**src/rtl/nvm_pkg.sv**
```systemverilog
// Shared definitions for the NVM programming controller: command codes,
// access regions and the array operation selector.
package nvm_pkg;

    localparam logic [7:0] CMD_NOP     = 8'h00;
    localparam logic [7:0] CMD_WORD_WR = 8'h1D;
    localparam logic [7:0] CMD_PAGE_ER = 8'h14;
    localparam logic [7:0] CMD_LOCK_WR = 8'h1A;

    typedef enum logic [1:0] {
        RGN_CSR   = 2'd0,
        RGN_CMD   = 2'd1,
        RGN_LOCK  = 2'd2,
        RGN_FLASH = 2'd3
    } nvm_region_e;

    typedef enum logic [1:0] {
        OP_NONE = 2'd0,
        OP_WORD = 2'd1,
        OP_PAGE = 2'd2,
        OP_LOCK = 2'd3
    } nvm_op_e;

endpackage

```
**src/rtl/nvm_addr_split.sv**
```systemverilog
// Splits a data-space byte address into region, page, word and byte select.
// Assumes ADDR_W = PAGE_BITS + WORD_BITS + 2. The top bit selects flash. The
// next bit selects the lock byte. Otherwise bit 0 picks status or command.
module nvm_addr_split
    import nvm_pkg::*;
#(
    parameter int WORD_BITS = 2,
    parameter int PAGE_BITS = 4,
    localparam int ADDR_W   = PAGE_BITS + WORD_BITS + 2
) (
    input  logic [ADDR_W-1:0]    addr,
    output nvm_region_e          region,
    output logic [PAGE_BITS-1:0] page,
    output logic [WORD_BITS-1:0] word,
    output logic                 hi_byte
);

    // Field extraction: fixed bit positions inside the flash window.
    assign hi_byte = addr[0];
    assign word    = addr[WORD_BITS:1];
    assign page    = addr[PAGE_BITS+WORD_BITS:WORD_BITS+1];

    // Region decode from the most significant address bits.
    always_comb begin
        if (addr[ADDR_W-1])
            region = RGN_FLASH;
        else if (addr[ADDR_W-2])
            region = RGN_LOCK;
        else if (addr[0])
            region = RGN_CMD;
        else
            region = RGN_CSR;
    end

endmodule

```
**src/rtl/nvm_busy_timer.sv**
```systemverilog
// Countdown that models the duration of an NVM operation.
// busy is high for exactly load_len cycles after the edge on which load is seen.
// Assumes load is only raised while busy is low.
module nvm_busy_timer #(
    parameter int CNT_W = 5
) (
    input  logic             clk,
    input  logic             rst_n,
    input  logic             load,
    input  logic [CNT_W-1:0] load_len,
    output logic             busy
);

    logic [CNT_W-1:0] cnt;

    // Load the duration on a trigger, then count down to zero.
    always_ff @(posedge clk) begin
        if (!rst_n)
            cnt <= '0;
        else if (load)
            cnt <= load_len;
        else if (cnt != '0)
            cnt <= cnt - 1'b1;
    end

    assign busy = (cnt != '0);

endmodule

```
**src/rtl/nvm_array.sv**
```systemverilog
// Behavioural storage for the paged flash words and the lock byte.
// Every cell resets to the erased value (all ones). A word op replaces one
// word, a page op erases every word of one page, a lock op replaces the lock byte.
// The read port is combinational on page, word and byte select.
module nvm_array
    import nvm_pkg::*;
#(
    parameter int WORD_BITS = 2,
    parameter int PAGE_BITS = 4,
    localparam int IDX_W    = PAGE_BITS + WORD_BITS,
    localparam int N_WORDS  = 1 << IDX_W
) (
    input  logic                 clk,
    input  logic                 rst_n,
    input  nvm_op_e              op,
    input  logic [PAGE_BITS-1:0] op_page,
    input  logic [WORD_BITS-1:0] op_word,
    input  logic [15:0]          op_wdata,
    input  logic [7:0]           op_lock,
    input  logic [PAGE_BITS-1:0] rd_page,
    input  logic [WORD_BITS-1:0] rd_word,
    input  logic                 rd_hi,
    output logic [7:0]           rd_byte,
    output logic [7:0]           lock_q
);

    logic [15:0] cells [N_WORDS];

    // One storage word per address, each with its own match logic.
    for (genvar gi = 0; gi < N_WORDS; gi++) begin : g_word
        localparam logic [IDX_W-1:0] MY_IDX = gi[IDX_W-1:0];
        logic page_hit;
        logic word_hit;
        assign page_hit = (op_page == MY_IDX[IDX_W-1:WORD_BITS]);
        assign word_hit = page_hit && (op_word == MY_IDX[WORD_BITS-1:0]);

        // Update this word on a matching word write or page erase.
        always_ff @(posedge clk) begin
            if (!rst_n)
                cells[gi] <= 16'hFFFF;
            else if (op == OP_WORD && word_hit)
                cells[gi] <= op_wdata;
            else if (op == OP_PAGE && page_hit)
                cells[gi] <= 16'hFFFF;
        end
    end

    // Lock byte storage.
    always_ff @(posedge clk) begin
        if (!rst_n)
            lock_q <= 8'hFF;
        else if (op == OP_LOCK)
            lock_q <= op_lock;
    end

    // Byte select on the addressed word.
    logic [15:0] rd_word_q;
    assign rd_word_q = cells[{rd_page, rd_word}];
    assign rd_byte   = rd_hi ? rd_word_q[15:8] : rd_word_q[7:0];

endmodule

```
**src/rtl/nvm_prog_ctrl.sv**
```systemverilog
// NVM programming controller top.
// Decodes bus accesses to the status register, command register, lock byte
// and flash. A loaded command starts an operation when the external port
// writes to a matching memory region. While the countdown runs, command
// writes are dropped and memory accesses are refused (reads give 0xFF).
// Reads respond one cycle after the request. Assumes single-cycle requests.
module nvm_prog_ctrl
    import nvm_pkg::*;
#(
    parameter int WORD_BITS = 2,
    parameter int PAGE_BITS = 4,
    parameter int WR_CYCLES = 8,
    parameter int ER_CYCLES = 16,
    localparam int ADDR_W   = PAGE_BITS + WORD_BITS + 2
) (
    input  logic              clk,
    input  logic              rst_n,
    input  logic              bus_req,
    input  logic              bus_we,
    input  logic              bus_ext,
    input  logic [ADDR_W-1:0] bus_addr,
    input  logic [7:0]        bus_wdata,
    output logic [7:0]        bus_rdata,
    output logic              bus_rvalid,
    output logic              acc_blocked
);

    localparam int MAX_CYC = (WR_CYCLES > ER_CYCLES) ? WR_CYCLES : ER_CYCLES;
    localparam int CNT_W   = $clog2(MAX_CYC + 1);
    localparam logic [CNT_W-1:0] WR_LEN = CNT_W'(WR_CYCLES);
    localparam logic [CNT_W-1:0] ER_LEN = CNT_W'(ER_CYCLES);

    nvm_region_e          region;
    logic [PAGE_BITS-1:0] a_page;
    logic [WORD_BITS-1:0] a_word;
    logic                 a_hi;
    logic                 busy;
    logic [7:0]           cmd_q;
    logic [7:0]           lo_buf;
    logic                 tgt_nvm;
    logic                 tgt_cmd;
    logic                 trig;
    logic                 lo_cap;
    logic                 tmr_load;
    logic [CNT_W-1:0]     tmr_len;
    nvm_op_e              op_sel;
    logic [7:0]           arr_byte;
    logic [7:0]           arr_lock;

    nvm_addr_split #(
        .WORD_BITS (WORD_BITS),
        .PAGE_BITS (PAGE_BITS)
    ) u_split (
        .addr    (bus_addr),
        .region  (region),
        .page    (a_page),
        .word    (a_word),
        .hi_byte (a_hi)
    );

    nvm_busy_timer #(
        .CNT_W (CNT_W)
    ) u_timer (
        .clk      (clk),
        .rst_n    (rst_n),
        .load     (tmr_load),
        .load_len (tmr_len),
        .busy     (busy)
    );

    nvm_array #(
        .WORD_BITS (WORD_BITS),
        .PAGE_BITS (PAGE_BITS)
    ) u_array (
        .clk      (clk),
        .rst_n    (rst_n),
        .op       (op_sel),
        .op_page  (a_page),
        .op_word  (a_word),
        .op_wdata ({bus_wdata, lo_buf}),
        .op_lock  (bus_wdata),
        .rd_page  (a_page),
        .rd_word  (a_word),
        .rd_hi    (a_hi),
        .rd_byte  (arr_byte),
        .lock_q   (arr_lock)
    );

    // Target classification for blocking and command-lock decisions.
    assign tgt_nvm = (region == RGN_FLASH) || (region == RGN_LOCK);
    assign tgt_cmd = (region == RGN_CMD);

    // A memory write that is allowed to act: external source, idle controller.
    assign trig = bus_req && bus_we && bus_ext && tgt_nvm && !busy;

    // Command decode: choose the array operation, low-byte capture and duration.
    always_comb begin
        op_sel   = OP_NONE;
        lo_cap   = 1'b0;
        tmr_load = 1'b0;
        tmr_len  = WR_LEN;
        if (trig) begin
            case (cmd_q)
                CMD_WORD_WR: begin
                    if (region == RGN_FLASH) begin
                        if (a_hi) begin
                            op_sel   = OP_WORD;
                            tmr_load = 1'b1;
                        end else begin
                            lo_cap = 1'b1;
                        end
                    end
                end
                CMD_PAGE_ER: begin
                    if (region == RGN_FLASH) begin
                        op_sel   = OP_PAGE;
                        tmr_load = 1'b1;
                        tmr_len  = ER_LEN;
                    end
                end
                CMD_LOCK_WR: begin
                    if (region == RGN_LOCK) begin
                        op_sel   = OP_LOCK;
                        tmr_load = 1'b1;
                    end
                end
                default: op_sel = OP_NONE;
            endcase
        end
    end

    // Command register: accepts writes only while idle.
    always_ff @(posedge clk) begin
        if (!rst_n)
            cmd_q <= CMD_NOP;
        else if (bus_req && bus_we && tgt_cmd && !busy)
            cmd_q <= bus_wdata;
    end

    // Low-byte buffer for the two-step word write.
    always_ff @(posedge clk) begin
        if (!rst_n)
            lo_buf <= 8'hFF;
        else if (lo_cap)
            lo_buf <= bus_wdata;
    end

    // Read response: registered data selected by region, blocked reads give 0xFF.
    always_ff @(posedge clk) begin
        if (!rst_n) begin
            bus_rvalid <= 1'b0;
            bus_rdata  <= 8'h00;
        end else begin
            bus_rvalid <= bus_req && !bus_we;
            if (bus_req && !bus_we) begin
                case (region)
                    RGN_CSR:   bus_rdata <= {busy, 7'b0};
                    RGN_CMD:   bus_rdata <= cmd_q;
                    RGN_LOCK:  bus_rdata <= busy ? 8'hFF : arr_lock;
                    RGN_FLASH: bus_rdata <= busy ? 8'hFF : arr_byte;
                    default:   bus_rdata <= 8'h00;
                endcase
            end
        end
    end

    // Blocked-access pulse for any memory access refused while busy.
    always_ff @(posedge clk) begin
        if (!rst_n)
            acc_blocked <= 1'b0;
        else
            acc_blocked <= bus_req && tgt_nvm && busy;
    end

endmodule

```
**config.mk**
```make
export PLATFORM = sky130hd
export DESIGN_NAME = nvm_prog_ctrl
export DESIGN_NICKNAME = d
export VERILOG_FILES = /design/src/rtl/nvm_pkg.sv /design/src/rtl/nvm_addr_split.sv /design/src/rtl/nvm_busy_timer.sv /design/src/rtl/nvm_array.sv /design/src/rtl/nvm_prog_ctrl.sv
export SDC_FILE = /design/constraint.sdc
export NUM_CORES = 2
export LEC_CHECK = 0
export BUFFER_PORTS_ARGS = -buffer_cell sky130_fd_sc_hd__clkbuf_2
export CORE_ASPECT_RATIO = 0.6
export CORE_UTILIZATION = 55
export DETAILED_ROUTE_END_ITERATION = 8
export PLACE_DENSITY_LB_ADDON = 0.05
export SLEW_MARGIN = 10
export SYNTH_ARGS = -nofsm -noshare
export SYNTH_HDL_FRONTEND = slang
export SYNTH_HIERARCHICAL = 1
export SYNTH_SLANG_ARGS = --single-unit
```
**constraint.sdc**
```tcl
create_clock -name clk -period 5.6 [get_ports clk]
set_input_delay 0.56 -clock clk [delete_from_list [all_inputs] [get_ports clk]]
set_output_delay 0.56 -clock clk [all_outputs]
set_load 0.05 [all_outputs]
```
# ---- After elaboration in Yosys (flattened, before gate mapping)
# Memory sizes are Yosys's and may differ from the RTL's.
# Index checks and enable logic that the tools add are counted.
dict set report op_classes {
  n_addsub 1
  mul 0
  n_div 0
  magnitude_cmp 0
  eq_ne 27
  n_shift 0
  n_mux 556
  n_bitwise 128
  reduce_logical 161
}
# cell count
set op_table {}
lappend op_table {{$mux 16} 128}
lappend op_table {{$mux 1} 412}
lappend op_table {{$logic_and 1x1->1} 153}
lappend op_table {{$or 1x1->1} 128}
lappend op_table {{$eq 4x4->1 const B} 8}
lappend op_table {{$pmux 8 s4} 1}
lappend op_table {{$mux 5} 5}
lappend op_table {{$eq 8x5->1 const B} 3}
lappend op_table {{$mux 8} 3}
lappend op_table {{$eq 4x3->1 const B} 4}
lappend op_table {{$eq 2x2->1 const B} 6}
lappend op_table {{$mux 2} 5}
lappend op_table {{$eq 4x2->1 const B} 2}
lappend op_table {{$eq 2x1->1 const B} 3}
lappend op_table {{$pmux 2 s3} 1}
lappend op_table {{$reduce_bool 5->1} 1}
lappend op_table {{$sub 5x1->5 const B} 1}
lappend op_table {{$eq 4x1->1 const B} 1}
lappend op_table {{$logic_not 2->1} 2}
lappend op_table {{$logic_not 4->1} 1}
lappend op_table {{$pmux 1 s3} 1}
lappend op_table {{$logic_not 1->1} 2}
lappend op_table {{$reduce_bool 2->1} 1}
lappend op_table {{$logic_or 1x1->1} 1}
dict set report totals {
  register_bits 39
  latch_bits 0
  ram_bits 1024
  mem_bits_ro 0
  inputBits 21
  out_inout_bits 10
  elab_cells 881
  memories 1
}
# name depth width read_ports rd_clocked_by_memory_dff wr line_no
set memory_table {}
lappend memory_table {u_array.cells 64 16 1 0 64 nvm_array.sv:27} ;# logic [15:0] cells [N_WORDS];

# ---- Logic depth before layout (Yosys ltp)
dict set report depth {
  depth_word 15
  depth_mapped 16
  ltp_nobuf 12
}

# ---- Modules after synthesis
# Netlist, hierarchy kept.
# module instances cells_each area_each_um2 seq_area_each_um2
set by_module_without_submodules {}
lappend by_module_without_submodules {nvm_array 1 2929 47184.0 30909.6}
lappend by_module_without_submodules {nvm_prog_ctrl 1 149 1322.5 520.5}
lappend by_module_without_submodules {nvm_busy_timer 1 35 304.0 100.1}
lappend by_module_without_submodules {nvm_addr_split 1 10 70.1 0.0}

# ---- Worst setup path after synthesis
# Ideal clock, no wire load.
dict set report synth_path {
  kind {register -> register}
  from {reg u_timer.cnt[0]}
  to {mem u_array.cells[11][0], enable pin}
  setup_ns 0.411
  arrival_ns 3.618
  required_time_ns 5.189
  path_slack_ns 1.570
  path_stages_with_launch 14
  n_path_buf 2
  period_less_slack_ns 4.030
  cell_sequence {dfxtp_1 inv_1 ha_1 nor4b_4 inv_1 and3b_1 nand4_1 o21bai_1 a21oi_1 nor2b_1 clkbuf_1 a31oi_1 clkbuf_1 o21ai_0}
}
# element line_no
set synth_rtl {}
lappend synth_rtl {{start, declared} nvm_busy_timer.sv:14} ;# logic [CNT_W-1:0] cnt;
lappend synth_rtl {{start signal, assigned} nvm_busy_timer.sv:21} ;# cnt <= load_len;
lappend synth_rtl {{start signal, assigned} nvm_busy_timer.sv:23} ;# cnt <= cnt - 1'b1;
lappend synth_rtl {{end, declared} nvm_array.sv:27}

==> impl_results.md <==
* Core area at 87800 um2
* Dpl cells at between 4000 and 5000
* Synth warnings at 6
* Final wirelength at 137000 um
* Post-synth ARST share at 0
* Synth cell types at 50
* Clk sink count at around 1100
* Reg2reg path depth at 13
* Slew @ Worst Pin at 1.30 ns
* Wire length of the first global-routing pass at 197000 um
* Postcts setup bufs at 0
* Hold Buf Count CTS at 0
* Clock power share at 0.405
* MaxCap Viol Count at 0
* Design Area, Final at between 50000 and 60000 um2
* Row count at 84
* DRC at 0
* Number of buffers added on ports at 30
* HP Class: in2reg
* Average vias per placed instance at around 6.7
* Logic pwr share at 0.051
* Period utilisation layout at 0.921
* Fillers at 6432
* RSZ-0062 raised after global routing: false
* CTS H-tree depth at 3
* Final hold slack at 0.225 ns
* Peak VDD IR at 0.224 mV
* Hold path depth at 2
* Num CTS Buffers at 99
* Antenna-violating nets left at 0
* GRT overflow at 0
* Count of pins over their slew limit at 0
* Nets at 3011
* Synth Register Bits at 1063
* Largest net degree at the start of global routing at 257
* Crit path kind: reg2reg
* Placed Area at ~50000 um2
* Ys flop type: edfxtp_1
* Initial antenna violation count at 18
* Fin util at 0.606
* Post-cts sizing count at 0
* Sw power at 3.58 mW
* CTS tree: built
* Die Wd at 387 um
* Power per Cell Area at 301 nW/um2
* Sequential Power Share at 0.543
* Clock transition at the registers of the reported paths at 0.07 ns
* Peak Freq at 194 MHz
* First drt pass iteration count at 6
* Crit path capture type: flip-flop
* Commonest non-fill, non-tap cells in the layout: edfxtp_1 (1024), or3_1 (768), mux4_2 (336)
* Leak Pwr at 12.1 nW
* Die height at roughly 230 um
* Crit path time final at 5.16 ns
* TNS Setup at 0 ns
* Min setup slack post-route at 0.442 ns
* Post-DP HPWL at a little under 80000 um
* Worst-Skew Late Latency at 0.70 ns
* GP Congestion at 0.847
* Internal at 12.4 mW
* Share of layout cells above drive strength 1 at 0.300
* Max_slew headroom at 0.130
* DR vias at 28297
* Arr. time, crit path at 5.60 ns
* Commonest non-fill, non-tap cell in the layout: edfxtp_1
* CP max FO at 16
* Switching Share at 0.223
* Dpl ws at 0.510 ns
* Avg Inst Size Synth at 15.7 um2
* Worst Skew at 0.0171 ns
* Final Hold Vio Count at 0
* Post-synthesis sequential area ratio at 0.645
* Final Total Pwr at 16.0 mW
* IO Pins at 31
* Status: complete, no violations
* Layout area overhead at 8.82%
* Post-synth EDFFs at 1024
* Initial drt markers at 3263
* Starting Density at 0.557
* Syn Inst Count at approximately 3100
* Mapped cell area at 48900 um2
* Wire per inst at around 32 um
* Die area at between 90000 and 100000 um2
* Worst Path Required at 6.04 ns
* Setup Viol. Count Final at 0
* Bufs on Longest Clock Path at 3
* Clk root buf: clkbuf_16
* Crit start category: flip-flop
* Vias in the first global route at 26954
* Aggregate global-route resource usage at 0.307
* Non-filler instance count after layout at 4234
-- synthesized netlist by cell type, drive strengths merged (2+ instances only) --
cell	instances	area [um2]
edfxtp	1024	30700
or3	768	4800
mux4	336	7570
clkbuf	330	1240
or2	258	1610
buf	76	394
o21ai	65	325
dfxtp	39	781
nand2	39	146
nor2b	35	219
nand3	33	165
mux2i	16	160
nor2	16	60.1
a21oi	14	70.1
inv	9	33.8
mux2	9	101
nand2b	8	50.1
o22a	7	61.3
o31ai	7	52.6
nand4	5	31.3
or4	3	26.3
a31oi	2	12.5
and3b	2	17.5
nand3b	2	15.0
nor4b	2	38.8
-- flip-flops by register name, indices dropped and copies added, names as in the netlist --
signal / count
cmd_q: 8
bus_rdata: 8
u_timer/cnt: 5
u_array/lock_q: 8
lo_buf: 8
u_array/cells: 1024
bus_rvalid: 1
acc_blocked: 1
-- power groups by stage --
stage          Clock [mW]  Sequential [mW]  Combinational [mW]
6_report             6.50             8.71               0.821
5_1_grt              6.87             8.71               0.869
4_1_cts              6.58             8.71               0.825
3_5_place_dp            0             8.88               0.823
3_3_place_gp            0             8.88               0.811
2_1_floorplan           0             8.91               0.489
-- final timing paths --
check | startpoint | to | slack [ns]
max | u_timer/cnt[0] | u_array/cells[16][2] | 0.44
min | bus_req | acc_blocked | 0.22
max reg2reg | u_timer/cnt[0] | u_array/cells[16][2] | 0.44
min reg2reg | bus_rdata[3] | bus_rdata[3] | 0.46
-- critical path, cell delays in order (launching register included) --
cell	delay, ns
dfxtp_1	0.33
inv_1	0.07
ha_1	0.20
nor4b_4	0.33
inv_1	0.25
and3b_1	0.28
nand4_1	0.20
o21bai_1	0.27
a21oi_1	0.25
nor2b_1	0.18
buf_4	0.20
and3_1	0.99
nand3_1	0.79
or2_2	0.55
-- per-layer routing --
layer	global-route usage	wire [um]	vias to the layer above	part of all wire
met5	0.00963	131	-	0.00096
met4	0.0696	2730	4	0.020
met3	0.0904	16400	166	0.12
met2	0.437	59800	1432	0.44
met1	0.467	57900	14771	0.42
li1	-	-	11924	-
-- cell families (layout without fill, tap and decap cells) --
logic type                 after synthesis  after routing  synth area share
AOI/OAI and AO/OA                      103            103            0.0120
xor gates and xnor gates                 1              1          0.000179
adders and majority gates                1              1          0.000256
buffers and inverters                  415            359            0.0341
DFF                                   1063           1063             0.645
muxes                                  361            361             0.160
other                                    1              7         0.0000767
and+or+nand+nor                       1178           1178             0.148
-- area by class of cell --
type                    count  area [um2]  share of cell area
diodes                      4        10.0            0.000188
clock buffers             135        2650              0.0497
clock inverters            46         365             0.00687
inverters                   9        33.8            0.000635
multi-input cells        1647       15700               0.296
flip-flops and latches   1063       31600               0.593
well taps                1161        1450              0.0273
repair buffers            169        1380              0.0260
(Power assumes the default switching activity.)
